### src/rtl/trg_pkg.sv
package trg_pkg;
  localparam int BC_W  = 12;
  localparam int ORB_W = 32;

  typedef struct packed {
    logic             hb;
    logic [BC_W-1:0]  bc;
    logic [ORB_W-1:0] orbit;
  } trig_rec_t;
endpackage

### src/rtl/trg_spacing_timer.sv
module trg_spacing_timer #(
  parameter int WINDOW = 40
)(
  input  logic clk,
  input  logic rst_n,
  input  logic trg_valid,
  input  logic queue_full,
  output logic issue,
  output logic merge_req,
  output logic fwd_blocked,
  output logic sens_trig
);
  localparam int SW = $clog2(WINDOW + 2);
  localparam logic [SW-1:0] WIN_L = SW'(WINDOW);
  localparam logic [SW-1:0] SAT   = SW'(WINDOW + 1);

  logic [SW-1:0] since;
  logic          fwd_cand;

  assign fwd_cand    = trg_valid && (since > WIN_L);
  assign issue       = fwd_cand && !queue_full;
  assign fwd_blocked = fwd_cand && queue_full;
  assign merge_req   = trg_valid && !fwd_cand;

  always_ff @(posedge clk) begin
    if (!rst_n) begin
      since     <= SAT;
      sens_trig <= 1'b0;
    end else begin
      sens_trig <= issue;
      if (issue)
        since <= SW'(1);
      else if (since < SAT)
        since <= since + 1'b1;
    end
  end

  AST_SENS_PULSE: assert property (@(posedge clk) disable iff (!rst_n)
    sens_trig |=> !sens_trig);

  AST_BLOCK_NO_PULSE: assert property (@(posedge clk) disable iff (!rst_n)
    fwd_blocked |=> !sens_trig);
endmodule

### src/rtl/trg_event_queue.sv
module trg_event_queue import trg_pkg::*; #(
  parameter int DEPTH = 8,
  parameter int MAXT  = 4,
  localparam int TCW  = $clog2(MAXT + 1)
)(
  input  logic                   clk,
  input  logic                   rst_n,
  input  logic                   push,
  input  logic                   merge_try,
  input  trig_rec_t              rec_in,
  input  logic                   sensor_busy,
  input  logic                   frame_done,
  input  logic                   pop_ready,
  output logic                   full,
  output logic                   merge_drop,
  output logic                   head_valid,
  output logic [TCW-1:0]         head_cnt,
  output logic                   head_busy,
  output trig_rec_t [MAXT-1:0]   head_recs
);
  localparam int PW = (DEPTH > 1) ? $clog2(DEPTH) : 1;
  localparam int OW = $clog2(DEPTH + 1);
  localparam logic [PW-1:0]  LAST  = PW'(DEPTH - 1);
  localparam logic [OW-1:0]  DEP_L = OW'(DEPTH);
  localparam logic [TCW-1:0] MAX_L = TCW'(MAXT);

  trig_rec_t [MAXT-1:0] slots [DEPTH];
  logic [TCW-1:0]       tcnt  [DEPTH];
  logic [DEPTH-1:0]     busy_q;
  logic [PW-1:0]        wr_ptr, rd_ptr, newest;
  logic [OW-1:0]        occ, done_cnt;
  logic                 newest_open, merge_ok, fire, done_inc, cap;

  function automatic logic [PW-1:0] step(input logic [PW-1:0] p);
    return (p == LAST) ? '0 : p + 1'b1;
  endfunction

  assign newest      = (wr_ptr == '0) ? LAST : wr_ptr - 1'b1;
  assign full        = (occ == DEP_L);
  assign newest_open = (occ != '0) && (done_cnt < occ);
  assign merge_ok    = merge_try && newest_open && (tcnt[newest] < MAX_L);
  assign merge_drop  = merge_try && !merge_ok;
  assign head_valid  = (done_cnt != '0);
  assign fire        = head_valid && pop_ready;
  assign done_inc    = frame_done && (done_cnt < occ);
  assign cap         = newest_open && !push;

  assign head_cnt  = tcnt[rd_ptr];
  assign head_busy = busy_q[rd_ptr];
  assign head_recs = slots[rd_ptr];

  always_ff @(posedge clk) begin
    if (!rst_n) begin
      wr_ptr   <= '0;
      rd_ptr   <= '0;
      occ      <= '0;
      done_cnt <= '0;
      busy_q   <= '0;
      for (int i = 0; i < DEPTH; i++) tcnt[i] <= '0;
    end else begin
      occ      <= occ + OW'(push) - OW'(fire);
      done_cnt <= done_cnt + OW'(done_inc) - OW'(fire);
      if (push) begin
        wr_ptr         <= step(wr_ptr);
        tcnt[wr_ptr]   <= TCW'(1);
        busy_q[wr_ptr] <= 1'b0;
      end else if (merge_ok) begin
        tcnt[newest] <= tcnt[newest] + 1'b1;
      end
      if (cap)
        busy_q[newest] <= busy_q[newest] | sensor_busy;
      if (fire)
        rd_ptr <= step(rd_ptr);
    end
  end

  always_ff @(posedge clk) begin
    if (push) begin
      slots[wr_ptr][0] <= rec_in;
    end else if (merge_ok) begin
      for (int j = 1; j < MAXT; j++)
        if (tcnt[newest] == TCW'(j)) slots[newest][j] <= rec_in;
    end
  end

  AST_NO_OVERFLOW: assert property (@(posedge clk) disable iff (!rst_n)
    occ <= DEP_L);

  AST_DONE_BOUND: assert property (@(posedge clk) disable iff (!rst_n)
    done_cnt <= occ);

  AST_HEAD_STABLE: assert property (@(posedge clk) disable iff (!rst_n)
    head_valid && !pop_ready |=> head_valid && $stable(head_cnt)
      && $stable(head_busy) && $stable(head_recs));

  AST_MERGE_LIMIT: assert property (@(posedge clk) disable iff (!rst_n)
    merge_ok |=> tcnt[$past(newest)] <= MAX_L);
endmodule

### src/rtl/trg_out_format.sv
module trg_out_format import trg_pkg::*; #(
  parameter int MAXT = 4,
  localparam int TCW = $clog2(MAXT + 1)
)(
  input  trig_rec_t [MAXT-1:0]   recs,
  input  logic [TCW-1:0]         cnt,
  output logic [MAXT-1:0]        hb,
  output logic [MAXT*BC_W-1:0]   bc,
  output logic [MAXT*ORB_W-1:0]  orbit
);
  for (genvar j = 0; j < MAXT; j++) begin : g_slot
    logic used;
    assign used                     = (cnt > TCW'(j));
    assign hb[j]                    = used & recs[j].hb;
    assign bc[j*BC_W +: BC_W]       = used ? recs[j].bc    : '0;
    assign orbit[j*ORB_W +: ORB_W]  = used ? recs[j].orbit : '0;
  end
endmodule

### src/rtl/trg_throttle_assoc.sv
module trg_throttle_assoc import trg_pkg::*; #(
  parameter int WINDOW   = 40,
  parameter int EV_DEPTH = 8,
  parameter int MAX_TRIG = 4,
  localparam int TCW     = $clog2(MAX_TRIG + 1)
)(
  input  logic                      clk,
  input  logic                      rst_n,
  input  logic                      trg_valid,
  input  logic                      trg_heartbeat,
  input  logic [BC_W-1:0]           trg_bc,
  input  logic [ORB_W-1:0]          trg_orbit,
  input  logic                      sensor_busy,
  input  logic                      frame_done,
  output logic                      sens_trig,
  output logic                      out_valid,
  input  logic                      out_ready,
  output logic [TCW-1:0]            out_count,
  output logic                      out_busy,
  output logic [MAX_TRIG-1:0]       out_hb,
  output logic [MAX_TRIG*BC_W-1:0]  out_bc,
  output logic [MAX_TRIG*ORB_W-1:0] out_orbit,
  output logic                      err_overflow
);
  localparam int GW = $clog2(WINDOW + 2);
  localparam logic [GW-1:0] GSAT = GW'(WINDOW + 1);
  localparam logic [GW-1:0] GWIN = GW'(WINDOW);

  trig_rec_t                rec;
  trig_rec_t [MAX_TRIG-1:0] head_recs;
  logic issue, merge_req, fwd_blocked, q_full, merge_drop;

  assign rec = '{hb: trg_heartbeat, bc: trg_bc, orbit: trg_orbit};

  trg_spacing_timer #(.WINDOW(WINDOW)) u_timer (
    .clk(clk), .rst_n(rst_n), .trg_valid(trg_valid), .queue_full(q_full),
    .issue(issue), .merge_req(merge_req), .fwd_blocked(fwd_blocked),
    .sens_trig(sens_trig)
  );

  trg_event_queue #(.DEPTH(EV_DEPTH), .MAXT(MAX_TRIG)) u_queue (
    .clk(clk), .rst_n(rst_n), .push(issue), .merge_try(merge_req),
    .rec_in(rec), .sensor_busy(sensor_busy), .frame_done(frame_done),
    .pop_ready(out_ready), .full(q_full), .merge_drop(merge_drop),
    .head_valid(out_valid), .head_cnt(out_count), .head_busy(out_busy),
    .head_recs(head_recs)
  );

  trg_out_format #(.MAXT(MAX_TRIG)) u_fmt (
    .recs(head_recs), .cnt(out_count),
    .hb(out_hb), .bc(out_bc), .orbit(out_orbit)
  );

  always_ff @(posedge clk) begin
    if (!rst_n) err_overflow <= 1'b0;
    else if (fwd_blocked || merge_drop) err_overflow <= 1'b1;
  end

  // independent pulse-distance counter for the spacing check
  logic [GW-1:0] chk_gap;
  always_ff @(posedge clk) begin
    if (!rst_n) chk_gap <= GSAT;
    else if (sens_trig) chk_gap <= GW'(1);
    else if (chk_gap < GSAT) chk_gap <= chk_gap + 1'b1;
  end

  AST_SPACING: assert property (@(posedge clk) disable iff (!rst_n)
    sens_trig |-> chk_gap > GWIN);

  AST_ERR_STICKY: assert property (@(posedge clk) disable iff (!rst_n)
    err_overflow |=> err_overflow);

  AST_COUNT_RANGE: assert property (@(posedge clk) disable iff (!rst_n)
    out_valid |-> (out_count != '0) && (out_count <= TCW'(MAX_TRIG)));

  AST_MERGE_NO_PULSE: assert property (@(posedge clk) disable iff (!rst_n)
    merge_req |=> !sens_trig);
endmodule

### config.mk
export PLATFORM = sky130hd
export DESIGN_NAME = trg_throttle_assoc
export DESIGN_NICKNAME = d
export VERILOG_FILES = /design/src/rtl/trg_pkg.sv /design/src/rtl/trg_spacing_timer.sv /design/src/rtl/trg_event_queue.sv /design/src/rtl/trg_out_format.sv /design/src/rtl/trg_throttle_assoc.sv
export SDC_FILE = /design/constraint.sdc
export NUM_CORES = 1
export LEC_CHECK = 0
export ABC_AREA = 0
export BUFFER_PORTS_ARGS = -buffer_cell sky130_fd_sc_hd__clkbuf_2
export CAP_MARGIN = 15
export CORE_ASPECT_RATIO = 1.1
export CORE_MARGIN = 1.5
export CORE_UTILIZATION = 55
export DETAILED_ROUTE_END_ITERATION = 10
export GPL_TIMING_DRIVEN = 0
export PLACE_DENSITY = 0.74
export SLEW_MARGIN = 10
export SYNTH_ARGS = -nofsm -noshare
export SYNTH_HDL_FRONTEND = slang
export SYNTH_SLANG_ARGS = --single-unit
### constraint.sdc
create_clock -name clk -period 6.3 [get_ports clk]
set_input_delay 1.26 -clock clk [delete_from_list [all_inputs] [get_ports clk]]
set_output_delay 1.26 -clock clk [all_outputs]
set_load 0.02 [all_outputs]
# Yosys cells after proc, flatten, opt, wreduce, memory -nomap -nowiden
# Memory sizes are Yosys's and may differ from the RTL's. A register that Yosys moved wholly into a read port is not among the register bits.
# Cells that the tools add are included.
# Widths: inputs -> output; s select.
dict set report totals {
  regBits 30
  latchBits 0
  ramBits 1464
  mem_bits_ro 0
  input_bits 51
  output_inout_bits 187
  word_cells 132
  memories 2
}
dict set report op_classes {
  addsub 9
  multipliers 0
  div_mod_pow 0
  n_lt_le_gt_ge 13
  n_eq_ne 6
  shift 0
  n_mux 59
  bitwise_logic 8
  reduce_logical 26
}
# memory depth word_bits rd rd_clocked_by_memory_dff wr line
set memory_table {}
lappend memory_table {u_queue.slots 8 180 1 1 1 trg_event_queue.sv:27} ;# trig_rec_t [MAXT-1:0] slots [DEPTH];
lappend memory_table {u_queue.tcnt 8 3 2 1 8 trg_event_queue.sv:28} ;# logic [TCW-1:0] tcnt [DEPTH];
# op n
set op_table {}
lappend op_table {{$mux 180} 1}
lappend op_table {{$reduce_or 180->1} 1}
lappend op_table {{$mux 32} 4}
lappend op_table {{$mux 12} 4}
lappend op_table {{$mux 3} 12}
lappend op_table {{$mux 1} 27}
lappend op_table {{$mux 8} 3}
lappend op_table {{$logic_and 1x1->1} 13}
lappend op_table {{$lt 3x4->1 const B} 3}
lappend op_table {{$mux 6} 2}
lappend op_table {{$add 3x1->3 const B} 3}
lappend op_table {{$add 4x1->4} 2}
lappend op_table {{$and 8x8->8} 1}
lappend op_table {{$bwmux 8} 1}
lappend op_table {{$not 8->8} 1}
lappend op_table {{$reduce_bool 4->1} 2}
lappend op_table {{$sub 4x1->4} 2}
lappend op_table {{$add 6x1->6 const B} 1}
lappend op_table {{$bmux 1 s3} 2}
lappend op_table {{$demux 1 s3} 2}
lappend op_table {{$eq 3x2->1 const B} 2}
lappend op_table {{$eq 3x3->1 const B} 2}
lappend op_table {{$ge 3x1->1 const B} 2}
lappend op_table {{$gt 3x1->1 const B} 2}
lappend op_table {{18 further kinds} 26}

# Logic depth before layout (Yosys ltp)
dict set report logic_depth {
  depth_word 12
  mapped_depth 18
  ltp_nobuf 15
}

# Hierarchy
# Synthesis repeated with hierarchy kept, for this count alone.
dict set report hier_totals {
  hier_cells 2805
  hier_area_um2 59477.0
}
# module instances cells_per_inst area_per_inst_um2 seq_area_each_um2
set by_module_without_submodules {}
lappend by_module_without_submodules {trg_event_queue 1 2561 57830.5 44462.6}
lappend by_module_without_submodules {trg_out_format 1 200 1244.9 0.0}
lappend by_module_without_submodules {trg_spacing_timer 1 42 372.9 140.1}
lappend by_module_without_submodules {trg_throttle_assoc 1 2 28.8 20.0}

# Least setup slack after synthesis
# No wires, ideal clock.
dict set report synth_timing {
  path_type {reg-to-reg}
  startpoint {reg u_queue.wr_ptr[1]}
  endpoint {mem u_queue.slots[7][100] (netlist bit) (enable)}
  setup_time_ns 0.453
  arrival_time_ns 5.421
  t_required_ns 5.847
  setup_slack_ns 0.426
  stages_incl_launch_ff 17
  path_buffers 3
  period_less_slack_ns 5.874
  cell_sequence {dfxtp_1 > clkbuf_1 > inv_1 > ha_1 > buf_4 > clkbuf_1 > nor3b_1 > inv_1 > o22ai_1 > nor3_1 > ha_1 > ha_1 > nor3_1 > o21ai_0 > o31ai_1 > nand3_1 > nor2b_1}
}
dict set report synth_via {
  elab_chain_cells 10
  word_cells_on_any_way 24
  classes_between {1 x add/sub; 1 x order compare; 3 x eq/ne; 15 x mux; 3 x reduce/logical; 1 x memory}
}
# item line
set synth_lines {}
lappend synth_lines {{start, declared} trg_event_queue.sv:30} ;# logic [PW-1:0] wr_ptr, rd_ptr, newest;
lappend synth_lines {{start signal, assigned} trg_event_queue.sv:64} ;# wr_ptr <= step(wr_ptr);
lappend synth_lines {{$sub 3x1->3 / $logic_not 3->1 (equally long branches)} trg_event_queue.sv:38} ;# assign newest = (wr_ptr == '0) ? LAST : wr_ptr - 1'b1;
lappend synth_lines {{$mux 3} trg_event_queue.sv:38}
lappend synth_lines {{$mem_v2 8x3} -}
lappend synth_lines {{$lt 3x3->1, or another cell as far along} trg_event_queue.sv:41} ;# assign merge_ok = merge_try && newest_open && (tcnt[newest] < MAX_L);
lappend synth_lines {{$logic_and 1x1->1 / $mux 1 (equally long branches)} {trg_event_queue.sv:41, trg_event_queue.sv:82}}
lappend synth_lines {{$mux 1} trg_event_queue.sv:80} ;# end else if (merge_ok) begin
lappend synth_lines {{$mux 1} trg_event_queue.sv:78} ;# if (push) begin
lappend synth_lines {{$mux 1 (implied by the code)} trg_event_queue.sv:82} ;# if (tcnt[newest] == TCW'(j)) slots[newest][j] <= rec_in;
lappend synth_lines {{$reduce_or 180->1 (no source line)} -}
lappend synth_lines {{$mux 3 (no source line) / $mux 4 (equally long branches)} -}
lappend synth_lines {{end, declared} trg_event_queue.sv:27}
# Parallel ways exist; a longest one is shown, timed or not.

==> run summary <==
Run status - finished clean
Final max-slew violation count - 0
Part of the Yosys area used for sequential elements - 0.758
Layout Cells excl Fill - 4790
Total nets after synthesis - 2895
Number of fillers in the final layout - 6831
Setup repair after global routing missed its margin - no
Detailed-routing iteration count for the pre-antenna-repair pass - 5
Buffer depth of the longest clock path - 3
Max frequency - 159 MHz
Hold Worst Slack - 0.507 ns
Num Clock Sinks - 1497
Vias per Instance - 6.39
Most area-hungry cell type in the Yosys netlist - sky130_fd_sc_hd__edfxtp_1
Critical R2R Launch - u_queue.wr_ptr[1]
Worst hold start - err_overflow
Final hold viol count - 0
Cell breakdown of the critical path - clkbuf_1, buf_1, clkbuf_2, buf_1, mux4_2, mux2i_1, nor2_1, clkbuf_2
Number of standard cells after synthesis - 2815
CTS H-tree lvls - 4
Portion of the clock cycle consumed by the worst path in the final layout - 0.998
Power per cell area - 383 mW/mm^2
Max-cap check violation count - 0
Cts bufs inserted - 143
Most common cell after layout, fill and taps aside - sky130_fd_sc_hd__edfxtp_1
Number of placed instances, taps included - 4523
Kind of launch point of the worst setup path - flip-flop
Pin count of the biggest net entering global routing - 25
Synth warn - 0
CTS tree - done
CP Buf/Inv Count - 5
Fraction of synthesis flops using an asynchronous set or reset pin - 0
Clock Skews - 0.0188 ns
Chip Width - 315 um
Wire length of the first global-routing pass - 216 mm
Number of enable flip-flop cells after synthesis - 1464
DRC violation count after routing - 0
Area of all placed cells without fillers - 0.0681 sq mm
Static leakage - 20.8 nW
Post-route setup TNS - 0 ns
Antenna violations before repair - 11
Cell with the largest stage delay on the worst path - sky130_fd_sc_hd__buf_1
Worst hold-check path type - flip-flop to flip-flop
Core area - 0.106 sq mm
Multi-input logic area - 0.0137 sq mm
Main flop type after synthesis - sky130_fd_sc_hd__edfxtp_1
Crit Path Max Fanout - 10
Met2 routed wirelength - 73.1 mm
Required time of the critical path - 5.04 ns
Final core utilization - 0.643
Antenna viol nets, final - 0
Share of post-route cells with drive strength above 1 - 0.298
Final critical path time including I/O delays and setup - 6.29 ns
Overall global routing resource usage - 0.280
Starting density of the core - 0.556
Number of DRC violations after detailed-routing iteration 0 - 3743
Commonest non-fill, non-tap cells in the layout - sky130_fd_sc_hd__edfxtp_1 (1464), sky130_fd_sc_hd__mux4_2 (368), sky130_fd_sc_hd__clkbuf_2 (244)
Routed length per placed instance - 31.3 um
Cell Area, Synth - 0.0588 sq mm
Number of setup violations in the final report - 0
Number of buffer cells added on primary ports - 237
Wire length on met3 - 15.6 mm
Uppermost routed layer - met5
Post-Place Cell Area - 0.0635 sq mm
Worst-Margin Slew - 1.26 ns
Detailed placement HPWL - 98.3 mm
Area added between synthesis and finish - 15.8%
Clk Tree Root Cell - sky130_fd_sc_hd__clkbuf_16
Insertion delay of the later-clocked pin in the worst-skew pair - 0.75 ns
Critical path type - flip-flop to primary output
Reg clk slew, reported paths - 0.06 ns
Post-synth top area share - 0.747
Syn avg cell area - 20.9 sq um
Worst EP arrival - 5.03 ns
Kind of capture point of the worst setup path - primary output
Unique cell type count in the Yosys netlist - 66
Final wirelength - 150 mm
Post-layout nets - 3358
Final estimated routing congestion in global placement - 0.913
Rel. slew slack - 0.158
Via count of the routed design - 30600
Delay of the slowest cell on the worst path - 0.88 ns
Number of synthesized register bits - 1497
Die Y - 346 um
Register Area - 0.0446 sq mm
Number of cell rows - 125
Overall overflow remaining after global route - 0
Wl on met1 - 54.1 mm
Die area - 0.109 sq mm
Via count of the first global-routing pass - 31700
Cell types with the largest area share after synthesis - sky130_fd_sc_hd__edfxtp_1 (75%), sky130_fd_sc_hd__mux4_2 (14%), sky130_fd_sc_hd__mux2i_1 (3.3%), sky130_fd_sc_hd__nor2_1 (1.6%), sky130_fd_sc_hd__dfxtp_1 (1.1%)
IR drop worst, VDD - 354 uV
CP top delay family - buffers and inverters
Count of boundary I/O pins - 238
cell families (layout without fill, tap and decap cells):
| kind of cell | Yosys count | count (layout) | share of synthesized area |
|---|---|---|---|
| buffers and inverters | 179 | 750 | 0.0130 |
| multiplexers | 567 | 567 | 0.175 |
| AO/OA/AOI/OAI | 77 | 77 | 0.00931 |
| other | 0 | 7 | 0 |
| XOR/XNOR | 9 | 9 | 0.00134 |
| adder cells (fa/ha/maj) | 29 | 29 | 0.00642 |
| AND/OR/NAND/NOR | 457 | 457 | 0.0365 |
| flip-flops | 1497 | 1497 | 0.758 |
per-layer routing:
layer | vias to the layer above | global-route usage
li1 | 12400 | -
met1 | 16000 | 0.370
met2 | 1850 | 0.447
met3 | 358 | 0.0634
met4 | 8 | 0.127
met5 | - | 0
worst paths after layout:
check | slack [ns] | endpoint | depth (start not counted)
max reg2reg | 0.40 | u_queue.slots[5][113] | 19
min reg2reg | 0.51 | err_overflow | 1
min | 0.51 | err_overflow | 1
max | 0.01 | out_bc[20] | 8
synth_stat cells, types with 6 or more instances:
master / n
sky130_fd_sc_hd__ha_1: 27
sky130_fd_sc_hd__buf_2: 51
sky130_fd_sc_hd__mux4_2: 368
sky130_fd_sc_hd__clkbuf_1: 62
sky130_fd_sc_hd__a21oi_1: 26
sky130_fd_sc_hd__inv_1: 29
sky130_fd_sc_hd__edfxtp_1: 1464
sky130_fd_sc_hd__nor2_1: 250
sky130_fd_sc_hd__nor3_1: 27
sky130_fd_sc_hd__nand3_1: 14
sky130_fd_sc_hd__nand2_1: 30
sky130_fd_sc_hd__o21ai_0: 7
sky130_fd_sc_hd__dfxtp_1: 33
sky130_fd_sc_hd__nor2b_1: 54
sky130_fd_sc_hd__mux2i_1: 192
sky130_fd_sc_hd__mux2_2: 6
sky130_fd_sc_hd__and2_1: 49
sky130_fd_sc_hd__buf_1: 26
worst register-to-register path, cell delays in order, from the launching register on:
cell and delay, ns:
sky130_fd_sc_hd__dfxtp_1 0.35, sky130_fd_sc_hd__clkbuf_2 0.30, sky130_fd_sc_hd__inv_1 0.21, sky130_fd_sc_hd__ha_1 0.32, sky130_fd_sc_hd__buf_4 0.17, sky130_fd_sc_hd__clkbuf_1 0.48, sky130_fd_sc_hd__nand2_1 0.22, sky130_fd_sc_hd__nor2_1 0.16
sky130_fd_sc_hd__nor2_1 0.06, sky130_fd_sc_hd__o22ai_1 0.17, sky130_fd_sc_hd__a2111o_1 0.25, sky130_fd_sc_hd__inv_1 0.11, sky130_fd_sc_hd__ha_1 0.19, sky130_fd_sc_hd__ha_1 0.25, sky130_fd_sc_hd__nor3_1 0.50, sky130_fd_sc_hd__o21ai_0 0.23
sky130_fd_sc_hd__o31ai_1 0.21, sky130_fd_sc_hd__nand3_1 0.45, sky130_fd_sc_hd__nor2_4 0.63, sky130_fd_sc_hd__buf_12 0.28
where the power goes:
part           total, mW  switching [mW]  internal (mW)  leakage, nW
sequential          11.5           0.113           11.4         13.0
combinational       6.27            4.08           2.19         5.69
clock               8.34            3.65           4.69         2.19
total               26.1            7.85           18.3         20.8
final cells by class:
type                    instances  share of cell area
inverters                      32             0.00176
flip-flops and latches       1497               0.655
well taps                    1397              0.0257
clock buffers                 179              0.0561
clock inverters                74              0.0101
plain buffers                 147             0.00950
multi-input cells            1139               0.201
diodes                          7            0.000257
repair buffers                318              0.0403
what timing repair did:
action | CTS | global route
gates cloned | 0 | 0
setup buffers | 5 | 0
setup endpoints to repair | 116 | 672
resized for setup | 2 | 8
pin swaps | 3 | 0
hold buffers | 0 | 0
per-stage QoR:
step           worst slack, ns  total power, mW
6_report                0.0104             26.1
5_1_grt                 0.0226             26.9
4_1_cts                 0.0131             26.2
3_5_place_dp            -0.185             18.0
3_3_place_gp             -3.40             17.7
2_1_floorplan            0.426             15.6
state kept, by name, indices dropped and copies added, names as in the netlist, 3 cells and up, named ones only:
name and cells:
u_queue.slots 1440, u_queue.tcnt 24, u_queue.busy_q 8, u_timer.since 6
u_queue.done_cnt 4, u_queue.occ 4, u_queue.rd_ptr 3, u_queue.wr_ptr 3
(Power assumes the default switching activity.)
